[src/rtl/wdc_pkg.sv]
package wdc_pkg;

  localparam logic [7:0] PAUSE_CODE = 8'h76;
  localparam int unsigned PAUSED_BIT = 8;
  localparam int unsigned RSTEN_BIT  = 9;

  typedef enum logic [1:0] {
    SEL_NONE = 2'd0,
    SEL_CS   = 2'd1,
    SEL_PTR  = 2'd2
  } reg_sel_e;

  // Locator word of one core: offset field, version field, zero above.
  function automatic logic [31:0] locator_word(
    input int unsigned core,
    input int unsigned base,
    input int unsigned step,
    input logic [2:0]  ver
  );
    logic [20:0] ofs;
    ofs = 21'(base + step * core);
    return {8'h00, ver, ofs};
  endfunction

  // Control/status read image: code field reads zero.
  function automatic logic [31:0] ctl_word(input logic paused, input logic rst_en);
    logic [31:0] w;
    w = '0;
    w[PAUSED_BIT] = paused;
    w[RSTEN_BIT]  = rst_en;
    return w;
  endfunction

endpackage

[src/rtl/wdc_addr_dec.sv]
module wdc_addr_dec
  import wdc_pkg::*;
#(
  parameter int unsigned NUM_CORES  = 4,
  parameter int unsigned ADDR_W     = 12,
  parameter int unsigned STRIDE_LG2 = 5,
  parameter int unsigned CS_OFS     = 4,
  parameter int unsigned PTR_OFS    = 8
) (
  input  logic [ADDR_W-1:0]    addr,
  output logic [NUM_CORES-1:0] core_oh,
  output reg_sel_e             sel
);

  localparam int unsigned IDX_W = ADDR_W - STRIDE_LG2;

  logic [IDX_W-1:0]      idx;
  logic [STRIDE_LG2-1:0] ofs;

  assign idx = addr[ADDR_W-1:STRIDE_LG2];
  assign ofs = addr[STRIDE_LG2-1:0];

  always_comb begin
    if (ofs == STRIDE_LG2'(CS_OFS))       sel = SEL_CS;
    else if (ofs == STRIDE_LG2'(PTR_OFS)) sel = SEL_PTR;
    else                                  sel = SEL_NONE;
  end

  for (genvar i = 0; i < NUM_CORES; i++) begin : g_hit
    assign core_oh[i] = (idx == IDX_W'(i)) && (sel != SEL_NONE);
  end

endmodule

[src/rtl/wdc_core_regs.sv]
module wdc_core_regs
  import wdc_pkg::*;
(
  input  logic       clk,
  input  logic       rst_n,
  input  logic       cs_wr,
  input  logic [9:0] wdata,
  input  logic       core_active,
  input  logic       second_expiry,
  output logic       paused,
  output logic       rst_en,
  output logic       rst_req
);

  logic pause_set_ev;
  logic pause_clr_ev;
  logic en_set_ev;
  logic en_clr_ev;

  assign pause_set_ev = cs_wr && (wdata[7:0] == PAUSE_CODE);
  assign pause_clr_ev = cs_wr && wdata[PAUSED_BIT];
  assign en_set_ev    = cs_wr && wdata[RSTEN_BIT];
  assign en_clr_ev    = !core_active;

  always_ff @(posedge clk or negedge rst_n) begin
    if (!rst_n) begin
      paused <= 1'b0;
    end else if (pause_clr_ev) begin
      paused <= 1'b0;
    end else if (pause_set_ev) begin
      paused <= 1'b1;
    end
  end

  always_ff @(posedge clk or negedge rst_n) begin
    if (!rst_n) begin
      rst_en <= 1'b0;
    end else if (en_clr_ev) begin
      rst_en <= 1'b0;
    end else if (en_set_ev) begin
      rst_en <= 1'b1;
    end
  end

  always_ff @(posedge clk or negedge rst_n) begin
    if (!rst_n) rst_req <= 1'b0;
    else        rst_req <= second_expiry && rst_en;
  end

endmodule

[src/rtl/wdc_rd_mux.sv]
module wdc_rd_mux
  import wdc_pkg::*;
#(
  parameter int unsigned NUM_CORES = 4,
  parameter int unsigned PTR_BASE  = 32'h0007_8300,
  parameter int unsigned PTR_STEP  = 32'h100,
  parameter logic [2:0]  VERSION   = 3'd0
) (
  input  logic                 clk,
  input  logic                 rst_n,
  input  logic                 rd_en,
  input  logic [NUM_CORES-1:0] core_oh,
  input  reg_sel_e             sel,
  input  logic [NUM_CORES-1:0] paused,
  input  logic [NUM_CORES-1:0] rst_en,
  output logic [31:0]          rdata
);

  logic [31:0] core_word [NUM_CORES];
  logic [31:0] rd_mux;

  for (genvar i = 0; i < NUM_CORES; i++) begin : g_word
    assign core_word[i] = (sel == SEL_PTR)
                        ? locator_word(i, PTR_BASE, PTR_STEP, VERSION)
                        : ctl_word(paused[i], rst_en[i]);
  end

  always_comb begin
    rd_mux = '0;
    for (int i = 0; i < NUM_CORES; i++) begin
      if (core_oh[i]) rd_mux = rd_mux | core_word[i];
    end
  end

  always_ff @(posedge clk or negedge rst_n) begin
    if (!rst_n)     rdata <= '0;
    else if (rd_en) rdata <= rd_mux;
    else            rdata <= '0;
  end

endmodule

[src/rtl/wdog_ctl_bank.sv]
module wdog_ctl_bank
  import wdc_pkg::*;
#(
  parameter int unsigned NUM_CORES  = 4,
  parameter int unsigned ADDR_W     = 12,
  parameter int unsigned STRIDE_LG2 = 5,
  parameter int unsigned CS_OFS     = 4,
  parameter int unsigned PTR_OFS    = 8,
  parameter int unsigned PTR_BASE   = 32'h0007_8300,
  parameter int unsigned PTR_STEP   = 32'h100,
  parameter logic [2:0]  VERSION    = 3'd0
) (
  input  logic                 clk,
  input  logic                 rst_n,
  input  logic                 wr_en,
  input  logic                 rd_en,
  input  logic [ADDR_W-1:0]    addr,
  input  logic [31:0]          wdata,
  output logic [31:0]          rdata,
  input  logic [NUM_CORES-1:0] core_active,
  input  logic [NUM_CORES-1:0] second_expiry,
  output logic [NUM_CORES-1:0] wd_pause,
  output logic [NUM_CORES-1:0] wd_rst_en,
  output logic [NUM_CORES-1:0] core_rst_req
);

  logic [NUM_CORES-1:0] core_oh;
  reg_sel_e             sel;
  logic [NUM_CORES-1:0] cs_wr_vec;
  logic [NUM_CORES-1:0] paused_vec;
  logic [NUM_CORES-1:0] rst_en_vec;
  logic                 unused_wdata_hi;

  assign unused_wdata_hi = ^wdata[31:10];

  wdc_addr_dec #(
    .NUM_CORES (NUM_CORES),
    .ADDR_W    (ADDR_W),
    .STRIDE_LG2(STRIDE_LG2),
    .CS_OFS    (CS_OFS),
    .PTR_OFS   (PTR_OFS)
  ) u_dec (
    .addr   (addr),
    .core_oh(core_oh),
    .sel    (sel)
  );

  for (genvar i = 0; i < NUM_CORES; i++) begin : g_core
    assign cs_wr_vec[i] = wr_en && core_oh[i] && (sel == SEL_CS);

    wdc_core_regs u_regs (
      .clk          (clk),
      .rst_n        (rst_n),
      .cs_wr        (cs_wr_vec[i]),
      .wdata        (wdata[9:0]),
      .core_active  (core_active[i]),
      .second_expiry(second_expiry[i]),
      .paused       (paused_vec[i]),
      .rst_en       (rst_en_vec[i]),
      .rst_req      (core_rst_req[i])
    );
  end

  wdc_rd_mux #(
    .NUM_CORES(NUM_CORES),
    .PTR_BASE (PTR_BASE),
    .PTR_STEP (PTR_STEP),
    .VERSION  (VERSION)
  ) u_rd (
    .clk    (clk),
    .rst_n  (rst_n),
    .rd_en  (rd_en),
    .core_oh(core_oh),
    .sel    (sel),
    .paused (paused_vec),
    .rst_en (rst_en_vec),
    .rdata  (rdata)
  );

  assign wd_pause  = paused_vec;
  assign wd_rst_en = rst_en_vec;

endmodule

[config.mk]
export PLATFORM = sky130hd
export DESIGN_NAME = wdog_ctl_bank
export DESIGN_NICKNAME = d
export VERILOG_FILES = /design/src/rtl/wdc_pkg.sv /design/src/rtl/wdc_addr_dec.sv /design/src/rtl/wdc_core_regs.sv /design/src/rtl/wdc_rd_mux.sv /design/src/rtl/wdog_ctl_bank.sv
export SDC_FILE = /design/constraint.sdc
export NUM_CORES = 1
export LEC_CHECK = 0
export CAP_MARGIN = 20
export CORE_ASPECT_RATIO = 0.75
export CORE_UTILIZATION = 40
export DETAILED_ROUTE_END_ITERATION = 12
export DONT_BUFFER_PORTS = 1
export HOLD_SLACK_MARGIN = 0.02
export PLACE_DENSITY = 0.55
export SYNTH_ARGS = -nofsm -noshare
export SYNTH_HDL_FRONTEND = slang
export SYNTH_SLANG_ARGS = --single-unit
[constraint.sdc]
create_clock -name clk -period 1.13 [get_ports clk]
set_input_delay 0.226 -clock clk [delete_from_list [all_inputs] [get_ports clk]]
set_output_delay 0.226 -clock clk [all_outputs]
set_load 0.01 [all_outputs]
==> results of run 1 <==
[critical path, stage by stage, from the launching register on]
cell,delay [ns]
dfrtp_1,0.38
mux2_2,0.27
a22oi_2,0.12
nor3_1,0.06
a32o_1,0.22
[registers in the layout (all words and copies together) (netlist names)]
signal and flops:
g_core.u_regs.paused 4, g_core.u_regs.rst_en 4, u_rd.rdata 4, g_core.u_regs.rst_req 4
[timing repair]
action                                  CTS  global route
pin swaps                                 0             0
gates cloned                              0             0
resized for setup                         1             0
endpoints found under the setup margin    1             1
endpoints found under the hold margin    16             0
hold buffers                              1             0
[layer usage]
layer,up-vias,track usage [%]
met5,-,0
met4,0,2.791
met3,2,8.810
met2,53,23.23
met1,356,15.97
li1,363,-
[kinds of logic (layout without fill, tap and decap cells)]
kind of cell,after synthesis,count (layout)
compound gates,18,18
buf+inv,43,17
flops,16,16
mux,1,1
other cells,1,25
simple gates,47,47
[metrics by stage]
step           setup slack, ns  total power, uW  hold slack (ns)  instances
2_1_floorplan         -0.02897            732.7         -0.06959        150
3_3_place_gp          -0.07746            677.4         -0.06925        155
3_5_place_dp          -0.07935            679.0         -0.06925        155
4_1_cts               -0.03953             1201          0.09204        160
5_1_grt               -0.07935             1256          0.09038        160
6_report              -0.02943             1190          0.09335        160
[cell usage in the layout, fill, tap and decap left out, types with 2 or more instances in the layout]
master and n:
a21oi_1 3, and2_1 4, buf_4 11, clkbuf_8 4
conb_1 25, dfrtp_1 16, nand2_1 11, nand2b_1 4
nand3_1 4, nand4_1 2, nor2_1 6, nor2b_1 3
nor3_1 5, o21ai_0 4, o22a_1 3
[report_power, final]
part / total [uW] / switching, uW / internal [uW]
clock network: 506 / 197 / 309
registers: 573 / 0.113 / 573
logic: 111 / 75.4 / 35.1
[final timing paths]
check,startpoint,end,cells past startpoint
worst max-delay path,g_core[3].u_regs.rst_en,u_rd.rdata[9],4
worst min-delay path,core_active[2],g_core[2].u_regs.rst_en,2
worst max register to register,g_core[3].u_regs.rst_en,u_rd.rdata[9],4
worst min register to register,g_core[2].u_regs.rst_en,g_core[2].u_regs.rst_en,2
max in group asynchronous,rst_n,u_rd.rdata[17],1
min in group asynchronous,rst_n,g_core[1].u_regs.rst_en,1
[layout make-up]
type	count	area [um2]
clock buffer	4	55.05
fill	273	1508
inverter	1	3.754
multi-input combinational	91	518.0
sequential	16	400.4
tap	36	45.04
timing repair buffer	12	92.59
==> impl_metrics.csv, run 1 <==
group,metric,value,unit
routing,drtIter0Drc,32,
synth,synth_compound_area_share,11.41,%
clocking,numCtsBuffers,3,
synth,synth_top_cells_by_count,"buf_4, dfrtp_1, nand2_1",
routing,ant_nets,0,
routing,top_layer,"met4",
clocking,htree_levels,1,
min_path,hp-class,"in2reg",
global_route,grtUsageTotal,14.09,%
pwr,vdd_drop_max,0.4953,mV
sta,finalSetupViolations,1,
sta,finalCriticalPeriod,1.159,ns
critical_path,start_kind,"register",
floorplan,die_w,63.06,um
synth,synthTopCellsByArea,"dfrtp_1, buf_4, nand2_1, nor3_1, o22a_1",
global_route,grt-ovfl-total,0,
sta,rsz0062_at_grt,"true",
layout,area_delta_synth_final,-0.3355,%
status,status,"finished, violations left",
global_route,grt_pass1_wl,3049,um
routing,wl_met3,297,um
synth,synth_cell_type_count,33,
sta,finalClockSkew,0.003964,ns
critical_path,required,1.26,ns
status,violations,"negative setup slack",
clocking,clk_latency,0.25,ns
synth,yosysSeqAreaShare,35.79,%
synth,synthXorXnorAreaFrac,0,%
synth,synth-edff-count,0,
clocking,root_buffer,"clkbuf_8",
routing,num_vias,774,
synth,yosysTopAreaCell,"dfrtp_1",
floorplan,num_rows,16,
floorplan,die-area,3014,um2
pwr,leakage,0.0005085,uW
critical_path,reg2reg_slack,-0.03,ns
layout,layout-drive-gt1-share,18.55,%
synth,yosys.area_share.simple,23.49,%
clocking,path_clk_slew,0.06,ns
global_route,antenna_found_initial,0,
routing,wirelength_met1,809,um
layout,stdcell_area,1115,um2
critical_path,arrival,1.29,ns
sta,timing.fmax,862.5,MHz
synth,synth_top_family_by_area,"buffers and inverters",
run,maxCapViolations,0,
pwr,power_density,1067,nW/um2
routing,vias_per_cell,4.838,
synth,ys_seq_elements,16,
routing,route.detailed.drc,0,
clocking,cts.sinks,16,
routing,wl_met2,935,um
sta,fin_crit_sh,102.6,%
critical_path,crit_type,"reg2reg",
synth,syn-cell-area,1119,um2
synth,synthArstFlopShare,100.0,%
clocking,cts_tree,"done",
synth,synth_top_area_share,35.79,%
synth,syn_area_per_cell,8.878,um2
sta,finalHoldViolCount,0,
layout,fin_util,42.51,%
placed_design,dp_hpwl,1668,um
synth,synth.most_common_cell,"buf_4",
floorplan,initial_core_util,42.65,%
sta,tightestPinTransition,0.7047,ns
floorplan,die_y,47.80,um
routing,wl_per_cell,12.83,um
critical_path,end_kind,"register",
layout,fin_nets,181,
synth,ys_warn_count,0,
routing,first_pass_iters,4,
placed_design,dpl_cell_area,1045,um2
sta,fin_setup_tns,-0.02943,ns
placed_design,port_buffers,0,
sta,layout_setup_ws,-0.02943,ns
sta,relSlewSlack,52.87,%
sta,drv_slew,0,
synth,synth-main-ff-cell,"dfrtp_1",
synth,synth_fa_ha_area_share,0,%
layout,num_antenna_cells,0,
synth,netlist_instances,126,
clocking,max-clock-path-buffers,2,
floorplan,core-area,2623,um2
routing,routed_wl,2053,um
clocking,post_cts_buffers,0,
global_route,first_global_vias,622,
floorplan,io-pin-count,100,
placed_design,place.gp.congestion,0.8196,
critical_path,crit_path_max_fanout,2,
synth,synth_mux_area_share,1.007,%
global_route,grt_max_degree,17,
(Power assumes the default switching activity.)
==> run 2: changes to the inputs <==
--- a/config.mk
+++ b/config.mk
@@ -12,6 +12,7 @@
 export DONT_BUFFER_PORTS = 1
 export HOLD_SLACK_MARGIN = 0.02
 export PLACE_DENSITY = 0.55
+export SETUP_SLACK_MARGIN = 0.4
 export SYNTH_ARGS = -nofsm -noshare
 export SYNTH_HDL_FRONTEND = slang
 export SYNTH_SLANG_ARGS = --single-unit
==> run 2 against run 1 <==
- the flow still finishes with violations (negative setup slack)
- wire length rose by 3.8%
- non-clock buffer count is 3 lower
- cell count down 1.9%
- maximum frequency up 0.67%
- clock skew shrank 0.0014 ns
- sequential power about the same
- flip-flop and latch count is the same
- combinational power rose by 5%
- critical path depth is the same
- critical path type unchanged
- largest power group unchanged
==> impl_metrics.csv, run 2 (synthesis results as in run 1) <==
group,metric,value,unit
floorplan,num_rows,16,
clocking,root_buffer,"clkbuf_8",
sta,finalCriticalPeriod,1.152,ns
sta,rsz0062_at_grt,"true",
critical_path,regToRegEndpoint,"u_rd.rdata[9]",
floorplan,die-area,3014,um2
layout,num-fill-cells,268,
critical_path,crit_type,"reg2reg",
routing,ant_nets,0,
clocking,cts.sinks,16,
critical_path,r2r_cells,4,
sta,finalHoldViolCount,0,
routing,wl_per_cell,13.57,um
critical_path,arrival,1.29,ns
clocking,max-clock-path-buffers,2,
clocking,cts_tree,"done",
floorplan,io-pin-count,100,
global_route,grt_max_degree,17,
pwr,vdd_drop_max,0.5983,mV
layout,area_delta_synth_final,5.704,%
routing,drtIter0Drc,19,
floorplan,die_w,63.06,um
sta,timing.fmax,868.3,MHz
critical_path,r2r-start,"g_core[1].u_regs.rst_en",
critical_path,start_kind,"register",
sta,finalSetupViolations,1,
routing,route.detailed.drc,0,
global_route,grt_pass1_wl,3125,um
layout,layout-drive-gt1-share,31.40,%
min_path,hp-class,"in2async",
status,violations,"negative setup slack",
sta,layout_setup_ws,-0.02168,ns
critical_path,crit_path_max_fanout,2,
status,status,"finished, violations left",
layout,fin_nets,178,
layout,fin_cells,157,
layout,final_common_cell,"conb_1",
clocking,numCtsBuffers,3,
routing,vias_per_cell,5.115,
floorplan,initial_core_util,42.65,%
sta,finalClockSkew,0.002594,ns
sta,relSlewSlack,52.23,%
critical_path,reg2reg_slack,-0.02,ns
floorplan,die_y,47.80,um
placed_design,place_inst,150,
sta,tightestPinTransition,0.7154,ns
layout,fin_util,45.09,%
floorplan,core-area,2623,um2
pwr,leakage,0.0005374,uW
placed_design,place.gp.congestion,0.7968,
placed_design,port_buffers,0,
routing,routed_wl,2131,um
clocking,htree_levels,1,
routing,num_vias,803,
routing,first_pass_iters,4,
sta,fin_crit_sh,101.9,%
layout,layout_common_cells,"conb_1, dfrtp_1, nand2_1",
placed_design,dp_hpwl,1669,um
critical_path,required,1.26,ns
run,maxCapViolations,0,
clocking,path_clk_slew,0.06,ns
global_route,antenna_found_initial,0,
layout,num_antenna_cells,0,
pwr,power_density,1005,nW/um2
global_route,first_global_vias,654,
critical_path,end_kind,"register",
global_route,grtUsageTotal,14.35,%
clocking,clk_latency,0.25,ns
global_route,grt-ovfl-total,0,
sta,drv_slew,0,
## run 2: final cells by class
cell class	instances	area, um2	share of cell area, %
clock buffer	4	55.05	4.656
inverter	1	3.754	0.3175
multi-input combinational	91	588.1	49.74
sequential	16	406.6	34.39
tap	36	45.04	3.810
timing repair buffer	9	83.83	7.090
## run 2: worst max-delay path by stage
stage                                       start       endpoint  slack [ns]
after floorplan                           addr[1]  u_rd.rdata[8]       -0.03
after global placement                    addr[1]  u_rd.rdata[8]       -0.09
after detailed placement                  addr[1]  u_rd.rdata[8]       -0.10
after CTS                 g_core[3].u_regs.rst_en  u_rd.rdata[9]       -0.02
after global routing      g_core[1].u_regs.rst_en  u_rd.rdata[9]       -0.05
final                     g_core[1].u_regs.rst_en  u_rd.rdata[9]       -0.02
## run 2: per-stage QoR
step | setup TNS [ns] | power (uW) | hold slack [ns] | worst slack (ns) | cell area, um2
6_report | -0.02168 | 1189 | 0.01513 | -0.02168 | 1182
3_3_place_gp | -0.2033 | 672.6 | -0.06918 | -0.08936 | 1022
2_1_floorplan | -0.05661 | 735.4 | -0.06959 | -0.02831 | 1269
4_1_cts | -0.02309 | 1206 | 0.09479 | -0.02309 | 1147
5_1_grt | -0.06029 | 1258 | 0.07932 | -0.04981 | 1182
3_5_place_dp | -0.2642 | 673.9 | -0.06916 | -0.1002 | 1022
## run 2: worst max-delay path, cell delays in order (launching register included)
cell     delay (ns)
dfrtp_1        0.38
mux2_4         0.28
a22oi_2        0.12
nor3_1         0.06
a32o_1         0.20
## run 2: per-layer routing
layer  wire length [um]  vias up  track usage [%]
li1                   -      360                -
met1                857      389            16.96
met2               1056       52            24.52
met3                205        2            6.190
met4                 12        0            4.186
met5                  0        -                0
## run 2: power breakdown
part           internal, uW  switching, uW
clock network           309            190
registers               573          0.120
logic                  35.2           81.5
## run 2: timing repair
item | 4_1_cts | 5_1_grt
resized for setup | 16 | 12
pin swaps | 9 | 7
setup buffers | 2 | 0
endpoints found under the setup margin | 32 | 49
endpoints found under the hold margin | 16 | 0
hold buffers | 1 | 0
